[src/rtl/dbg_gate_pkg.sv]
package dbg_gate_pkg;
  typedef enum logic [1:0] {
    CLS_HWRW   = 2'b00,
    CLS_BGND   = 2'b01,
    CLS_FW     = 2'b10,
    CLS_ACKCTL = 2'b11
  } cmd_cls_e;
endpackage

[src/rtl/dbg_mode_latch.sv]
module dbg_mode_latch (
  input  logic clk,
  input  logic rst_n,
  input  logic pin,
  output logic mode_special
);
  logic mode_q;

  // Track the strap while reset is held; freeze once released.
  always_ff @(posedge clk) begin
    if (!rst_n) mode_q <= pin;
  end

  assign mode_special = mode_q;

  AST_MODE_STABLE: assert property (@(posedge clk)
    rst_n && $past(rst_n) |-> $stable(mode_q));
endmodule

[src/rtl/dbg_clk_ctrl.sv]
module dbg_clk_ctrl (
  input  logic clk,
  input  logic rst_n,
  input  logic all_stopped,
  output logic clk_en,
  output logic soft_rst,
  output logic restart
);
  logic en_q, srst_q;

  assign restart = !en_q && !all_stopped;

  always_ff @(posedge clk or negedge rst_n) begin
    if (!rst_n) begin
      en_q   <= 1'b1;
      srst_q <= 1'b0;
    end else begin
      en_q   <= !all_stopped;
      srst_q <= restart;
    end
  end

  assign clk_en   = en_q;
  assign soft_rst = srst_q;

  AST_CLK_OFF: assert property (@(posedge clk) disable iff (!rst_n)
    all_stopped |=> !clk_en);
  AST_SRST_ONE_CYCLE: assert property (@(posedge clk) disable iff (!rst_n)
    soft_rst |=> !soft_rst);
endmodule

[src/rtl/dbg_cmd_arb.sv]
module dbg_cmd_arb
  import dbg_gate_pkg::*;
#(
  parameter int INSTR_W = 8
) (
  input  logic               clk,
  input  logic               rst_n,
  input  logic               flush,
  input  logic               hold,
  input  logic               low_pwr,
  input  logic               cmd_valid,
  output logic               cmd_ready,
  input  logic [1:0]         cmd_class,
  input  logic [INSTR_W-1:0] cmd_code,
  input  logic               cmd_done,
  output logic               acc,
  output logic               rej,
  output logic [INSTR_W-1:0] instr,
  output logic               busy,
  output logic               ack_en
);
  cmd_cls_e cls;
  logic fire, allowed, take;
  logic acc_q, rej_q, busy_q, ack_q;
  logic [INSTR_W-1:0] instr_q;

  assign cls       = cmd_cls_e'(cmd_class);
  assign cmd_ready = !hold && !busy_q;
  assign fire      = cmd_valid && cmd_ready;
  assign allowed   = (cls == CLS_HWRW) || !low_pwr;
  assign take      = fire && allowed;

  always_ff @(posedge clk or negedge rst_n) begin
    if (!rst_n) begin
      acc_q   <= 1'b0;
      rej_q   <= 1'b0;
      busy_q  <= 1'b0;
      ack_q   <= 1'b0;
      instr_q <= '0;
    end else if (flush) begin
      acc_q   <= 1'b0;
      rej_q   <= 1'b0;
      busy_q  <= 1'b0;
      ack_q   <= 1'b0;
      instr_q <= '0;
    end else begin
      acc_q <= take;
      rej_q <= fire && !allowed;
      if (take && cls == CLS_ACKCTL) begin
        ack_q <= cmd_code[0];
      end else if (take) begin
        busy_q  <= 1'b1;
        instr_q <= cmd_code;
      end else if (cmd_done) begin
        busy_q <= 1'b0;
      end
    end
  end

  assign acc    = acc_q;
  assign rej    = rej_q;
  assign busy   = busy_q;
  assign instr  = instr_q;
  assign ack_en = ack_q;

  AST_LP_REJECT: assert property (@(posedge clk) disable iff (!rst_n)
    fire && low_pwr && cls != CLS_HWRW && !flush |=> rej && !acc);
  AST_LP_RDWR_OK: assert property (@(posedge clk) disable iff (!rst_n)
    fire && cls == CLS_HWRW && !flush |=> acc);
  AST_ONE_PULSE: assert property (@(posedge clk) disable iff (!rst_n)
    !(acc && rej));
  AST_BUSY_BLOCKS: assert property (@(posedge clk) disable iff (!rst_n)
    busy |-> !cmd_ready);
endmodule

[src/rtl/dbg_cmd_gate.sv]
module dbg_cmd_gate
  import dbg_gate_pkg::*;
#(
  parameter int INSTR_W = 8
) (
  input  logic               clk,
  input  logic               rst_n,
  input  logic               dbg_pin,
  input  logic               cpu_wait,
  input  logic               cpu_stop,
  input  logic               all_stopped,
  input  logic               dbg_active,
  input  logic               cpu_lp_req,
  output logic               cpu_lp_grant,
  input  logic               cmd_valid,
  output logic               cmd_ready,
  input  logic [1:0]         cmd_class,
  input  logic [INSTR_W-1:0] cmd_code,
  input  logic               cmd_done,
  output logic               cmd_acc,
  output logic               cmd_rej,
  output logic [INSTR_W-1:0] cmd_instr,
  output logic               cmd_busy,
  output logic               ack_en,
  output logic               dbg_clk_en,
  output logic               soft_rst,
  output logic               mode_special
);
  logic restart;

  assign cpu_lp_grant = cpu_lp_req && !dbg_active;

  dbg_mode_latch u_mode (
    .clk          (clk),
    .rst_n        (rst_n),
    .pin          (dbg_pin),
    .mode_special (mode_special)
  );

  dbg_clk_ctrl u_clk (
    .clk         (clk),
    .rst_n       (rst_n),
    .all_stopped (all_stopped),
    .clk_en      (dbg_clk_en),
    .soft_rst    (soft_rst),
    .restart     (restart)
  );

  dbg_cmd_arb #(.INSTR_W(INSTR_W)) u_arb (
    .clk       (clk),
    .rst_n     (rst_n),
    .flush     (restart),
    .hold      (!dbg_clk_en || soft_rst),
    .low_pwr   (cpu_wait || cpu_stop),
    .cmd_valid (cmd_valid),
    .cmd_ready (cmd_ready),
    .cmd_class (cmd_class),
    .cmd_code  (cmd_code),
    .cmd_done  (cmd_done),
    .acc       (cmd_acc),
    .rej       (cmd_rej),
    .instr     (cmd_instr),
    .busy      (cmd_busy),
    .ack_en    (ack_en)
  );

  AST_NO_LP_IN_DEBUG: assert property (@(posedge clk) disable iff (!rst_n)
    dbg_active |-> !cpu_lp_grant);
  AST_SRST_CLEARS: assert property (@(posedge clk) disable iff (!rst_n)
    soft_rst |-> !ack_en && !cmd_busy && cmd_instr == '0 && !cmd_ready);
endmodule

[config.mk]
export PLATFORM = sky130hd
export DESIGN_NAME = dbg_cmd_gate
export DESIGN_NICKNAME = d
export VERILOG_FILES = /design/src/rtl/dbg_gate_pkg.sv /design/src/rtl/dbg_mode_latch.sv /design/src/rtl/dbg_clk_ctrl.sv /design/src/rtl/dbg_cmd_arb.sv /design/src/rtl/dbg_cmd_gate.sv
export SDC_FILE = /design/constraint.sdc
export NUM_CORES = 1
export LEC_CHECK = 0
export BUFFER_PORTS_ARGS = -buffer_cell sky130_fd_sc_hd__buf_2
export CAP_MARGIN = 0
export CORE_MARGIN = 1
export CORE_UTILIZATION = 40
export CTS_CLUSTER_DIAMETER = 150
export DETAILED_ROUTE_END_ITERATION = 16
export HOLD_SLACK_MARGIN = 0.06
export PLACE_DENSITY = 0.74
export RECOVER_POWER = 100
export SLEW_MARGIN = 25
export SYNTH_ARGS = -nofsm -noshare
export SYNTH_HDL_FRONTEND = slang
export SYNTH_SLANG_ARGS = --single-unit
[constraint.sdc]
create_clock -name clk -period 1.3 [get_ports clk]
set_clock_uncertainty 0.15 [all_clocks]
set_input_delay 0.065 -clock clk [delete_from_list [all_inputs] [get_ports clk]]
set_output_delay 0.065 -clock clk [all_outputs]
set_load 0.02 [all_outputs]
# == Word level (Yosys, flattened, before mapping) ==
# Cells that the tools add are included.
# totals
word_cells,44
input_bits,20
output_inout_bits,17
reg_bits,15
# classes
n_reduce_logical,23
mux,11
n_eq_ne,2
# ops
op,count
two-way mux 8 bit,3
two-way mux 1 bit,8
logical AND 1 bit,7
zero test 1 bit,7
AND reduction 2 bit,2
nonzero test 2 bit,2
logical OR 1 bit,3
nonzero test 3 bit,1
== test 2 bit (second input constant),1
zero test 2 bit,1
inequality test 2 bit (second input constant),1

# == Logic depth before layout (Yosys ltp) ==
# Gate-level depths: netlist (run 1).
# logic_depth
depth_word,9
ltp_mapped,5
depth_no_buf,3

# == By module ==
# Synthesis (run 1) repeated with hierarchy kept, for this count alone.
# hier_totals
cells_unflattened,62
area_unflattened_um2,678.2
# by_module_without_submodules
mod,n_inst,area_each_um2,cells_per_inst,seq_area_each_um2
dbg_cmd_arb,1,566.8,53,300.3
dbg_clk_ctrl,1,58.8,4,51.3
dbg_mode_latch,1,33.8,2,30.0
dbg_cmd_gate,1,18.8,3,0.0

# == Least setup slack after synthesis (run 1) ==
# OpenSTA, ideal clock, no wires.
# synth_timing
path_kind,register to register
startpoint,"register u_clk.en_q, in the netlist u_clk.clk_en"
endpoint,"register u_arb.ack_q, in the netlist u_arb.ack_en"
arrival_time_ns,1.227
setup_ns,0.120
setup_slack_ns,-0.197
path_buffers,1
path_stages_with_launch,5
synth_period_minus_slack_ns,1.497
t_required_ns,1.030
path_cell_list,dfstp_2 and4bb_1 buf_6 a31oi_1 a31o_1
# synth_between
elab_chain_cells,8
word_cells_on_any_way,10
classes_between,mux (1); reduce/logical (9)
# synth_lines
element,line_no,text
from (decl),dbg_clk_ctrl.sv:9,"logic en_q, srst_q;"
from (signal assigned),dbg_clk_ctrl.sv:18,en_q <= !all_stopped;
zero test 1 bit (*),"dbg_clk_ctrl.sv:11, dbg_cmd_gate.sv:53",
logical OR 1 bit,dbg_cmd_gate.sv:53,".hold (!dbg_clk_en || soft_rst),"
zero test 1 bit,dbg_cmd_arb.sv:28,assign cmd_ready = !hold && !busy_q;
logical AND 1 bit,dbg_cmd_arb.sv:28,
logical AND 1 bit,dbg_cmd_arb.sv:29,assign fire = cmd_valid && cmd_ready;
logical AND 1 bit,dbg_cmd_arb.sv:31,assign take = fire && allowed;
logical AND 1 bit,dbg_cmd_arb.sv:49,if (take && cls == CLS_ACKCTL) begin
nonzero test 2 bit (no line),n/a,
to (signal assigned),dbg_cmd_arb.sv:50,ack_q <= cmd_code[0];
to (decl),dbg_cmd_arb.sv:24,"logic acc_q, rej_q, busy_q, ack_q;"
# Every way passes the cells marked *; elsewhere a longest branch is shown, timed or not.
# A chain may end at the register's enable or synchronous reset.

# == Worst setup path after layout (run 1) ==
# layout_timing
startpoint,"register u_clk.en_q, in the netlist u_clk.clk_en"
endpoint,"register u_arb.instr_q[0], in the netlist u_arb.instr[0]"
# layout_between
elab_chain_cells,9
word_cells_on_any_way,12
classes_between,eq/ne (1); mux (1); reduce/logical (10)
# layout_lines
element,line_no,text
zero test 1 bit (*),"dbg_clk_ctrl.sv:11, dbg_cmd_gate.sv:53",
logical OR 1 bit,dbg_cmd_gate.sv:53,
zero test 1 bit,dbg_cmd_arb.sv:28,
logical AND 1 bit,dbg_cmd_arb.sv:28,
logical AND 1 bit,dbg_cmd_arb.sv:29,
logical AND 1 bit,dbg_cmd_arb.sv:31,
logical AND 1 bit,dbg_cmd_arb.sv:49,
inequality test 2 bit (no line),n/a,
AND reduction 2 bit (no line),n/a,
to (signal assigned),dbg_cmd_arb.sv:53,instr_q <= cmd_code;
to (decl),dbg_cmd_arb.sv:25,logic [INSTR_W-1:0] instr_q;
# Marked as above.

==> run summary, run 1 <==
In this run the cell area measured after placement is 980 um^2. Power spread over the standard cell area amounts to 921 mW/mm^2. Before antenna repair, the detailed router went through 4 iterations. From synthesis to final layout, the design area changed by 53.0%. The critical path is of the flip-flop to flip-flop type. In this run the deepest clock path goes through 2 buffers. The deepest level of the CTS H-tree is 1.

The run finished, with violations left. The worst setup path is captured at a flip-flop. The logs give 43.3% for the starting density of the core and 93 for the total nets after synthesis. Number of nets in the layout: 151.

The smallest clock period supported by the final layout is computed as 1.47 ns. Synthesis produced 73 cells. STA puts the critical path data arrival time at 1.49 ns.

The synthesized netlist contains 25 unique library cells. The origin of the critical flop-to-flop path was u_clk.clk_en. The checks that failed: setup timing.

The initial antenna violation count is 0. The number of placed instances with taps included is 136. Setup violations remaining at the end of the flow were counted as 13.

The number of buffer and inverter instances along the worst setup path is 1. The critical path starts at u_clk.clk_en. The run gives 50.0% as the share of synthesized area occupied by flip-flops and latches. The maximum clock frequency came out at 0.680 GHz.

The post-synthesis area per instance is 10.5 um^2, and the half-perimeter wire length of the detailed placement result is 1.37 mm. Clock-pin slew was measured on the worst setup and hold paths at 0.09 ns. For this run, global-route usage on met3 was measured as 5.16%. The DRC violation count after routing was 0; the TritonCTS sink count was 15. Launching element type of the critical path: a flip-flop.

The layer flagged by global routing as most heavily used is met2. The total vias in the final route was 833. The area of the multi-input gates came out at 323 um^2.

Summed over all cells, the static leakage comes to 0.000528 uW. Traced cell by cell, the critical path runs through and4bb_4 > buf_6 > a21o_1 > nand3_1. The cell area that synthesis handed to floorplanning was 763 um^2. The tools report the residual antenna-violating net count after detailed routing as 0. The routed wire length per instance was 14.1 um; the worst IR drop on VDD was 0.493 mV. The leftover overflow at the end of global routing was 0. The number of port buffers came out at 36. Measured against its own limit, the worst slew margin works out to 50.8%.

Setup repair after global routing could not meet its margin everywhere. Across every metal layer, demand over resource in global routing totals 23.6%. Core area: 0.00176 mm^2. STA puts the critical path data required time at 1.32 ns. TritonCTS built the clock tree. The tools report the area of all placed cells without fillers as 0.00117 mm^2. On the critical path, the stage with the largest delay is an instance of sky130_fd_sc_hd__dfstp_2.

The tools report the worst min-delay path startpoint as all_stopped. At the end of the flow the core is filled with cells to 66.2%. At the later pin of the worst-skew pair, clock insertion delay measures 0.28 ns. Wires add up to 2.18 mm.

The largest single stage delay on the critical path is 0.57 ns. The die covers 0.00209 mm^2. The run gives 0 as the total count of max-transition violations in the final report. The detailed router finished its first iteration with 27 violations.

Number of CTS-inserted buffers: 3. Of the cells placed in the final design, the portion with a size suffix greater than 1 is 33.1%. The pin slew with the least headroom to its limit was 0.738 ns; the met2 demand-to-capacity share in global routing was 40.6%. For the sequential cell area, the log shows 383 um^2. Across the run, the number of max-cap violations was 0. The count of endpoints failing hold in the final timing report was 0. The run gives 27.7% as the routing usage on met1. After detailed routing, the number of vias per cell comes to 5.37.

Leaving out fill and tap cells, the most frequent cells in the layout are sky130_fd_sc_hd__buf_2, sky130_fd_sc_hd__nand4_1, sky130_fd_sc_hd__clkbuf_1. The least setup slack across all paths after layout came out at -0.171 ns. 0 antenna diodes ended up in the layout. During synthesis, Yosys emitted a total of 0 warnings. The final critical path takes up 113% of the cycle. The die span in y is 45.7 um.

The die is 45.7 um wide. In this run the worst path has a maximum fanout of 7. Worst min-delay path class: input pin to flip-flop. The floorplan has 15 rows.

The run gives -0.201 ns as the minimum setup slack after placement. The kind of cell adding the most delay to the critical path was flip-flops. The tools report the root buffer cell as sky130_fd_sc_hd__clkbuf_4.

The logs give 0.724 for the routability congestion estimate and 3.42 mm for the first-pass GRT wire length. The commonest non-fill, non-tap cell in the layout was sky130_fd_sc_hd__buf_2. 37 I/O pins were placed. The filler cell count was 156.

The register bit total from synthesis came out at 15. Entering global routing, the biggest net connects 16 pins. Excluding fillers, the count of instances in the completed layout stands at 155. The number of global-route vias before repair is 802.
cell families (layout without fill, tap and decap cells):
| family | Yosys count | count (layout) | share of synthesized area [%] |
|---|---|---|---|
| AO/OA/AOI/OAI | 15 | 15 | 14.3 |
| flip-flops | 15 | 15 | 50.0 |
| AND/OR/NAND/NOR | 32 | 33 | 24.8 |
| buffers and inverters | 11 | 67 | 11.0 |
metal layers:
metal  vias up  wire length [um]
met2        47              1140
met4         0                29
met5         -                 0
li1        389                 -
met1       389               854
met3         8               154
path summary, 6_finish.rpt:
kind | cells after the start | endpoint | slack (ns)
setup / recovery | 4 | u_arb.instr[0] | -0.17
hold / removal | 3 | u_clk.soft_rst | 0.13
setup reg to reg | 4 | u_arb.instr[0] | -0.17
hold reg to reg | 2 | u_arb.instr[7] | 0.43
max in group asynchronous | 3 | u_arb.busy | 0.19
min in group asynchronous | 3 | u_arb.instr[3] | 0.30
layout make-up:
cell class / count / area share, %
Sequential cell: 15 / 32.8
Timing Repair Buffer: 59 / 33.3
Tap cell: 25 / 2.68
Inverter: 4 / 1.29
Multi-Input combinational cell: 48 / 27.7
Clock buffer: 4 / 2.25
per-stage QoR:
| step | total power, uW | TNS [ns] | hold slack, ns |
|---|---|---|---|
| after floorplan | 668 | -1.90 | -0.381 |
| after global placement | 754 | -0.986 | -0.127 |
| after detailed placement | 762 | -1.54 | -0.122 |
| after CTS | 1080 | -1.64 | 0.0594 |
| after global routing | 1110 | -2.48 | 0.160 |
| final | 1070 | -1.69 | 0.132 |
repair_timing:
action,4_1_cts,5_1_grt
setup buffers,1,0
pin swaps,13,13
cloned,2,0
hold endpoints to repair,27,0
setup endpoints to repair,13,14
hold buffers,12,0
gates resized for setup,9,4
flip-flops by register name (all words and copies together), names as in the netlist:
register and count:
u_arb.acc 1, u_arb.ack_en 1, u_arb.busy 1, u_arb.instr 8
u_arb.rej 1, u_clk.clk_en 1, u_clk.soft_rst 1, u_mode.mode_special 1
worst reg2reg max path, cell delays in order (launching register included):
cell and delay (ns):
sky130_fd_sc_hd__dfstp_2 0.57, sky130_fd_sc_hd__and4bb_4 0.30, sky130_fd_sc_hd__buf_6 0.14, sky130_fd_sc_hd__a21o_1 0.12
sky130_fd_sc_hd__nand3_1 0.07
cells in the mapped netlist:
cell / number / area, um^2
sky130_fd_sc_hd__a21o_1: 1 / 7.51
sky130_fd_sc_hd__a31o_1: 1 / 8.76
sky130_fd_sc_hd__a31oi_1: 1 / 6.26
sky130_fd_sc_hd__a32o_1: 1 / 10.0
sky130_fd_sc_hd__and2_1: 1 / 6.26
sky130_fd_sc_hd__and2_4: 1 / 8.76
sky130_fd_sc_hd__and4bb_1: 1 / 12.5
sky130_fd_sc_hd__buf_2: 1 / 5.00
sky130_fd_sc_hd__buf_4: 2 / 15.0
sky130_fd_sc_hd__buf_6: 3 / 33.8
sky130_fd_sc_hd__buf_8: 1 / 15.0
sky130_fd_sc_hd__dfrtp_1: 13 / 325
sky130_fd_sc_hd__dfstp_2: 1 / 26.3
sky130_fd_sc_hd__edfxtp_1: 1 / 30.0
sky130_fd_sc_hd__inv_1: 4 / 15.0
sky130_fd_sc_hd__nand2_1: 8 / 30.0
sky130_fd_sc_hd__nand3_1: 1 / 5.00
sky130_fd_sc_hd__nand4_1: 16 / 100
sky130_fd_sc_hd__nor2b_1: 2 / 12.5
sky130_fd_sc_hd__nor3b_1: 1 / 7.51
sky130_fd_sc_hd__o211ai_1: 7 / 52.6
sky130_fd_sc_hd__o21a_1: 1 / 7.51
sky130_fd_sc_hd__o21ai_0: 2 / 10.0
sky130_fd_sc_hd__o22ai_1: 1 / 6.26
sky130_fd_sc_hd__or2_2: 1 / 6.26
report_power, final:
part	leakage [uW]	internal, uW	switching (uW)
combinational	0.000318	123	151
clock	0.0000150	119	158
sequential	0.000195	503	20.8
total	0.000528	745	330
No activity file was read; power rests on OpenSTA's default activity.
==> run 2: changes to the inputs <==
--- a/config.mk
+++ b/config.mk
@@ -18,3 +18,4 @@
 export SYNTH_ARGS = -nofsm -noshare
 export SYNTH_HDL_FRONTEND = slang
 export SYNTH_SLANG_ARGS = --single-unit
+export TNS_END_PERCENT = 50
==> run 2 against run 1 <==
Compared with the run above:
- cell count unchanged
- the run still ends with setup timing left
- critical endpoint is now u_arb.ack_en
- power decreased by 0.52%
- clock power decreased by 5%
- critical path depth unchanged
- utilization increased by 2.0 points
- setup slack got worse by 0.0099 ns
- wire length decreased by 5.0%
- register-to-register slack about the same
- first-iteration DRC count decreased by 19%
- worst hold slack got worse by 0.0011 ns
- sequential share of layout area decreased by 1.1 points
==> run summary, run 2 (synthesis gave the netlist of run 1 again) <==
The core utilization of the finished layout was 68.2% (+2.0 points). The share of total power in combinational logic is 26.6% (+1.1 points), and the number of CTS-inserted buffers is 3 (unchanged). The run gives 322 uW (-2.4%) as the net switching power of the design. The run gives 1 (unchanged) as the deepest level of the CTS H-tree. The flow ran to the end, but the final reports show violations. The library cell used most frequently in the layout, excluding fill and tap cells, is sky130_fd_sc_hd__buf_2.

The peak per-stage delay on the critical path is 0.55 ns (-0.02 ns), and the overall die width is 45.7 um (unchanged). Die span in y: 45.7 um (unchanged). The data required time of the worst path was 1.33 ns (about the same).

The root buffer cell is sky130_fd_sc_hd__clkbuf_4. The power per cell area is 889 mW/mm^2 (-3.4%). The routed wire length per instance is 13.4 um (-5.0%), and the setup-violating endpoint count in the final report is 14 (+1). For the setup TNS, the log shows -1.74 ns (-0.0478 ns). The share of power burned in registers is 48.9% (+0.2 points). Compared with the post-synthesis result, the final layout area differs by 57.5%. The number of buffer and inverter instances along the worst setup path works out to 1 (unchanged). Maximum root-to-sink buffer count: 2 (unchanged).

The tools report the number of global-route vias before repair as 766 (-4.5%). The DRC violation count after routing is 0 (unchanged). STA classifies the critical path endpoint as a flip-flop. The worst setup path is of the flip-flop to flip-flop kind. The routability congestion estimate is 0.808 (+12%), and the register clock-pin slew on the reported worst setup and hold paths is 0.09 ns (about the same). The max-capacitance violation count was 0 (unchanged); the arrival time of data at the critical path endpoint was 1.52 ns (+0.03 ns). The total count of max-transition violations in the final report is 0 (unchanged), and the starting density of the core is 43.3% (unchanged).

For hold timing, the worst endpoint is u_arb.rej. The switching part of the total works out to 30.1% (-0.58 points). Leaving out fill and tap cells, the most frequent cells in the layout are sky130_fd_sc_hd__buf_2, sky130_fd_sc_hd__nand4_1, sky130_fd_sc_hd__clkbuf_1. Residual antenna-violating net count after detailed routing: 0 (unchanged).

The total iterations of the first detailed-routing run is 4 (unchanged). The worst min-delay path startpoint is cpu_wait. The worst min-delay path class is input pin to flip-flop. The number of flip-flops under the largest register name is 8 (unchanged), and the relative slew slack is 51.0% (+0.13 points).

The kind of cell with the highest combined delay along the critical path is flip-flops. The portion of the clock cycle consumed by the worst path in the final layout came out at 114% (+0.76 points). The launching element type of the critical path is a flip-flop. The standby leakage power was 0.000538 uW (+2.0%). The logs give 15 (unchanged) for the standard-cell row count and 3.11 mm (-9.1%) for the first-pass GRT wire length. The run gives 0.00176 mm^2 (unchanged) as the core area. The run gives 2.07 mm (-5.0%) as the final routed wirelength across all metal layers. The number of violations reported at the end of detailed-routing iteration 0 was 22 (-19%).

Leftover overflow at the end of global routing: 0 (unchanged). The final reports fail on setup timing. Origin of the critical flop-to-flop path: u_clk.clk_en. The critical path goes through and4bb_4 > buf_6 > a31oi_4 > a31o_1. The relative contribution of the clock network to total power was 24.5% (-1.2 points); the total vias in the final route was 822 (-1.3%).

The pin slew with the least headroom to its limit came out at 0.736 ns (-0.00202 ns). The number of port buffers was 36 (unchanged); the antenna diode count was 0 (unchanged). The least setup slack across all paths after layout came out at -0.181 ns (-0.00990 ns). The tools report the clock latency reported for the late side of the worst-skew pair as 0.28 ns (about the same).

The worst IR drop on VDD is 0.761 mV (+54%), and the count of cells along the worst hold path is 4 (+1). The count of endpoints failing hold in the final timing report is 0 (unchanged). The top-level port count came out at 37 (unchanged).

The via density per instance works out to 5.30 (-1.3%). TritonCTS built the clock tree. Setup repair after global routing could not meet its margin everywhere. Half-perimeter wire length of the detailed placement result: 1.25 mm (-9.0%). The layout cell share with drive strength beyond 1 was 32.3% (-0.77 points); the TritonCTS sink count was 15 (unchanged).

The number of nets in the layout is 151 (unchanged), and the initial antenna violation count is 0 (unchanged). The maximum number of pins on one net before global-route repair was 21 (+5); the global-route usage over all layers was 21.2% (-2.4 points). The endpoint identified for the worst register-to-register timing path is u_arb.ack_en. The maximum clock frequency is 0.675 GHz (-0.67%), and the time the worst path needs with I/O delays and setup is 1.48 ns (+0.00991 ns). The slowest stage of the critical path belongs to the cell sky130_fd_sc_hd__dfstp_2. The largest driver fanout on the critical path is 7 (unchanged), and the area enclosed by the die boundary is 0.00209 mm^2 (unchanged).

The number of cells traversed by the worst register-to-register path was 4 (unchanged); the reg2reg setup slack was -0.18 ns (about the same). The run gives 747 uW (+0.31%) as the internal power of the cells.
[run 2: area by class of cell]
class | count | area [um^2]
clock buffers | 3 | 22.5
flip-flops and latches | 15 | 382
clock inverters | 1 | 5.00
fillers | 157 | 562
inverters | 4 | 15.0
well taps | 25 | 31.3
repair buffers | 59 | 418
multi-input cells | 48 | 329
[run 2: per-layer routing]
layer	wire (um)	up-vias	track usage, %
met1	881	392	23.8
li1	-	389	-
met2	1030	39	36.0
met5	0	-	0
met3	140	2	8.33
met4	20	0	7.88
[run 2: stage by stage]
step	instance area [um^2]	power (uW)	std cells	setup slack, ns	hold slack, ns
after floorplan	763	666	73	-0.189	-0.381
after detailed placement	971	757	134	-0.192	-0.128
after global placement	971	751	134	-0.152	-0.127
final	1200	1070	155	-0.181	0.131
after global routing	1200	1130	155	-0.237	0.143
after CTS	1160	1060	152	-0.155	0.0806
[run 2: power groups by stage]
stage | logic [uW] | registers (uW) | clock network, uW
floorplan | 95.8 | 570 | 0
global placement | 221 | 530 | 0
finish | 284 | 523 | 262
detailed placement | 226 | 530 | 0
global route | 307 | 528 | 291
CTS | 269 | 522 | 271
[run 2: repair_timing]
item,4_1_cts,5_1_grt
setup buffers,2,1
pin swaps,8,9
endpoints found under the hold margin,27,0
gates cloned,0,2
hold buffers,12,0
setup endpoints to repair,13,14
gates resized for setup,8,4
[run 2: worst register-to-register path: stages (launching register included)]
cell,delay [ns]
sky130_fd_sc_hd__dfstp_2,0.55
sky130_fd_sc_hd__and4bb_4,0.32
sky130_fd_sc_hd__buf_6,0.12
sky130_fd_sc_hd__a31oi_4,0.06
sky130_fd_sc_hd__a31o_1,0.19
[run 2: how the worst max path moves through the flow]
stage,start,to,slack [ns],cells after the start
after floorplan,u_clk.clk_en,u_arb.instr[1],-0.19,5
after global placement,u_clk.clk_en,u_arb.instr[2],-0.15,4
after detailed placement,u_clk.clk_en,u_arb.instr[1],-0.19,4
after CTS,u_clk.clk_en,u_arb.instr[2],-0.15,4
after global routing,u_clk.clk_en,u_arb.instr[1],-0.24,4
final,u_clk.clk_en,u_arb.ack_en,-0.18,4
==> run 3: changes to the inputs <==
--- a/config.mk
+++ b/config.mk
@@ -8,14 +8,15 @@
 export BUFFER_PORTS_ARGS = -buffer_cell sky130_fd_sc_hd__buf_2
 export CAP_MARGIN = 0
 export CORE_MARGIN = 1
-export CORE_UTILIZATION = 40
+export CORE_UTILIZATION = 38
 export CTS_CLUSTER_DIAMETER = 150
 export DETAILED_ROUTE_END_ITERATION = 16
 export HOLD_SLACK_MARGIN = 0.06
-export PLACE_DENSITY = 0.74
+export PLACE_DENSITY = 0.73
 export RECOVER_POWER = 100
 export SLEW_MARGIN = 25
 export SYNTH_ARGS = -nofsm -noshare
 export SYNTH_HDL_FRONTEND = slang
+export SYNTH_HIERARCHICAL = 1
 export SYNTH_SLANG_ARGS = --single-unit
 export TNS_END_PERCENT = 50
==> run 3 against run 2 <==
Compared with the run above:
- the flow still finishes with violations (setup timing)
- sequential share of layout area increased by 1.8 points
- clock power increased by 4%
- synthesized cell count decreased by 15%
- combinational power decreased by 12%
- utilization increased by 3.2 points
==> run summary, run 3 <==
The setup-violating endpoint count in the final report came out at 13 (-1). Largest driver fanout on the critical path: 7 (unchanged). The portion of the clock cycle consumed by the worst path in the final layout was 145% (+31 points). Number of warnings reported in the yosys synthesis log: 6 (+6).

The clock latency reported for the late side of the worst-skew pair came out at 0.29 ns (about the same). The core utilization of the finished layout is 71.4% (+3.2 points), and the total vias in the final route is 718 (-13%). The run gives 1.90 mm (-8.4%) as the final routed wirelength across all metal layers.

Yosys instantiated no cell more often than sky130_fd_sc_hd__dfrtp_1. The routed wire length per instance was 12.7 um (-4.7%); the number of flip-flops under the largest register name was 8 (unchanged). The number of buffers inserted by post-CTS setup repair was 0 (-2).

For the worst hold slack, the log shows 0.118 ns (-0.0128 ns). The pin slew with the least headroom to its limit was 0.737 ns (+0.00134 ns). The run finished, with violations left. The register bit total from synthesis was 15 (unchanged). The commonest cells after synthesis are sky130_fd_sc_hd__dfrtp_1, sky130_fd_sc_hd__a21oi_1, sky130_fd_sc_hd__o21ai_0, sky130_fd_sc_hd__or3b_1, sky130_fd_sc_hd__nor2_1. For the standby leakage power, the log shows 0.000514 uW (-4.5%).

The tools report the sort of element at the end of the critical path as a flip-flop. The leftover overflow at the end of global routing was 0 (unchanged); the number of instances in the synthesized netlist was 62 (-15%). The number of cells traversed by the worst register-to-register path is 5 (+1). The root buffer cell chosen for the clock tree is sky130_fd_sc_hd__clkbuf_4.

The routability congestion estimate was 0.738 (-8.7%); the proportion of register bits with asynchronous set or reset after synthesis was 93.3% (unchanged). TritonCTS built the clock tree. The run gives 23 (-8.0%) as the number of distinct library cells after synthesis. The layout cell share with drive strength beyond 1 came out at 35.2% (+2.9 points). The worst setup path is launched from a flip-flop. The max-capacitance violation count was 0 (unchanged). Die span in y: 44.2 um (-3.1%). The logs give 6 (+2) for the total iterations of the first detailed-routing run and 56.3% (+6.3 points) for the share of synthesized area occupied by flip-flops and latches. The post-synthesis area per instance was 10.9 um^2 (+4.6%); the maximum clock frequency was 0.530 GHz (-22%). The standard-cell row count is 14 (-1). Setup repair after global routing could not meet its margin everywhere. The total nets after synthesis is 82 (-12%).

In this run the most critical hold path is launched from cpu_wait. Among all flip-flop cells after synthesis, the most frequent one is sky130_fd_sc_hd__dfrtp_1. The overall die width is 44.2 um (-3.1%). The largest total area in the synthesized netlist belongs to sky130_fd_sc_hd__dfrtp_1. Via density per instance: 4.82 (-9.1%). The total count of max-transition violations in the final report is 0 (unchanged). The tools report the maximum number of pins on one net before global-route repair as 15 (-29%).

The power per cell area works out to 909 mW/mm^2 (+2.2%). The count of cells along the worst hold path was 5 (+1). The tools report the least setup slack across all paths after layout as -0.588 ns (-0.407 ns). The initial antenna violation count was 0 (unchanged). For the count of endpoints failing hold in the final timing report, the log shows 0 (unchanged). The starting density of the core is 42.5% (-0.72 points).

For the arrival time of data at the critical path endpoint, the log shows 1.95 ns (+0.43 ns). The reg2reg setup slack was -0.59 ns (-0.41 ns). The tools report the area enclosed by the die boundary as 0.00196 mm^2 (-6.2%). In this run the critical register-to-register path is captured at u_arb/instr[4]. The number of violations reported at the end of detailed-routing iteration 0 was 10 (-55%). The critical path goes through nand2b_1 > or3b_4 > buf_4 > or3b_1 > a21oi_1. The maximum root-to-sink buffer count came out at 2 (unchanged).

The number of port buffers is 36 (unchanged), and the half-perimeter wire length of the detailed placement result is 1.16 mm (-6.9%). The run gives 15 (unchanged) as the TritonCTS sink count. The logs give 0.00159 mm^2 (-9.6%) for the core area and 146 (-3.3%) for the number of nets in the layout. The number of CTS-inserted buffers is 3 (unchanged), and the DRC violation count after routing is 0 (unchanged).

The checks that failed: setup timing. From synthesis to final layout, the design area changed by 67.7%. The tools report the number of global-route vias before repair as 670 (-13%). For hold timing, the worst endpoint is u_arb/ack_en. The cell area after placement came out at 955 um^2 (-1.7%).

Among all stages on the critical path, the largest delay is contributed by sky130_fd_sc_hd__dfstp_2. The top-level port count is 37 (unchanged). In the layout the commonest cells are sky130_fd_sc_hd__clkbuf_1, sky130_fd_sc_hd__buf_2, sky130_fd_sc_hd__dlygate4sd3_1. Peak per-stage delay on the critical path: 0.55 ns (about the same). The kind of critical path was flip-flop to flip-flop.

Global-route usage over all layers: 21.8% (+0.58 points). Worst IR drop on VDD: 0.526 mV (-31%). The time the worst path needs with I/O delays and setup came out at 1.89 ns (+0.407 ns). Sorting the synthesized cells by area gives the leading types as sky130_fd_sc_hd__dfrtp_1, sky130_fd_sc_hd__or3b_1, sky130_fd_sc_hd__a21oi_1, sky130_fd_sc_hd__o21ai_0, sky130_fd_sc_hd__edfxtp_1. The number of enable-type register cells in the synthesized netlist was 1 (unchanged).

The register clock-pin slew on the reported worst setup and hold paths was 0.09 ns (about the same); the antenna diode count was 0 (unchanged). The relative slew slack is 50.9% (-0.089 points), and the cell area after synthesis is 678 um^2 (-11%). The worst hold path belongs to the class input pin to flip-flop. The proportion of netlist area held by the largest area contributor is 48.0% (+5.3 points), and the deepest level of the CTS H-tree is 1 (unchanged). The origin of the critical flop-to-flop path is u_clk/clk_en.

For the total power consumption of the routed design, the log shows 1030 uW (-3.3%). Data required time of the worst path: 1.36 ns (+0.03 ns). The residual antenna-violating net count after detailed routing is 0 (unchanged), and the area of all placed cells without fillers is 0.00114 mm^2 (-5.4%). The run gives 3.00 mm (-3.5%) as the first-pass GRT wire length.
run 3: layer usage:
layer,track usage [%],vias to the layer above,share of wire (%)
met3,2.86,8,4.6
met4,14.5,0,3.8
met2,36.2,28,52
met1,26.4,335,40
li1,-,347,-
met5,0,-,0
run 3: logic make-up (layout without fill, tap and decap cells):
group | after synthesis | after routing | share of synthesized area, %
adder cells (fa/ha/maj) | 1 | 1 | 1.66
flip-flops | 15 | 15 | 56.3
buffers and inverters | 6 | 69 | 4.61
AND/OR/NAND/NOR | 20 | 20 | 21.2
AO/OA/AOI/OAI | 20 | 20 | 16.2
run 3: area by class of cell:
class | count | area [um^2]
fillers | 128 | 457
well taps | 24 | 30.0
flip-flops and latches | 15 | 382
clock buffers | 4 | 26.3
multi-input cells | 41 | 285
inverters | 2 | 7.51
repair buffers | 63 | 407
run 3: worst max-delay path, delay by kind of cell (launching register included):
family,cells,cell delay (ns)
flops,1,0.55
compound gates,1,0.15
buf+inv,1,0.17
simple gates,3,0.80
run 3: power breakdown:
part / internal [uW] / leakage (uW) / switching [uW]
clock: 119 / 0.0000150 / 154
combinational: 120 / 0.000301 / 130
sequential: 498 / 0.000197 / 11.7
total: 738 / 0.000514 / 296
run 3: how the worst max path moves through the flow:
stage	from	end	slack [ns]	cells past startpoint
floorplan	u_clk/clk_en	u_arb/ack_en	-0.58	4
global placement	u_clk/clk_en	u_arb/ack_en	-0.53	4
detailed placement	u_clk/clk_en	u_arb/instr[4]	-0.56	5
CTS	u_clk/clk_en	u_arb/ack_en	-0.58	4
global route	u_clk/clk_en	u_arb/ack_en	-0.65	4
finish	u_clk/clk_en	u_arb/instr[4]	-0.59	5
run 3: stage by stage:
| step | instances | TNS [ns] | setup slack (ns) |
|---|---|---|---|
| final | 149 | -6.63 | -0.588 |
| after global routing | 149 | -7.69 | -0.648 |
| after CTS | 148 | -6.54 | -0.584 |
| after detailed placement | 130 | -6.27 | -0.559 |
| after global placement | 130 | -5.82 | -0.534 |
| after floorplan | 62 | -5.82 | -0.576 |
run 3: timing repair:
item                                    in CTS  in global routing
resized for setup                            6                  6
endpoints found under the setup margin      15                 15
hold endpoints to repair                    29                 10
hold buffers                                14                  1
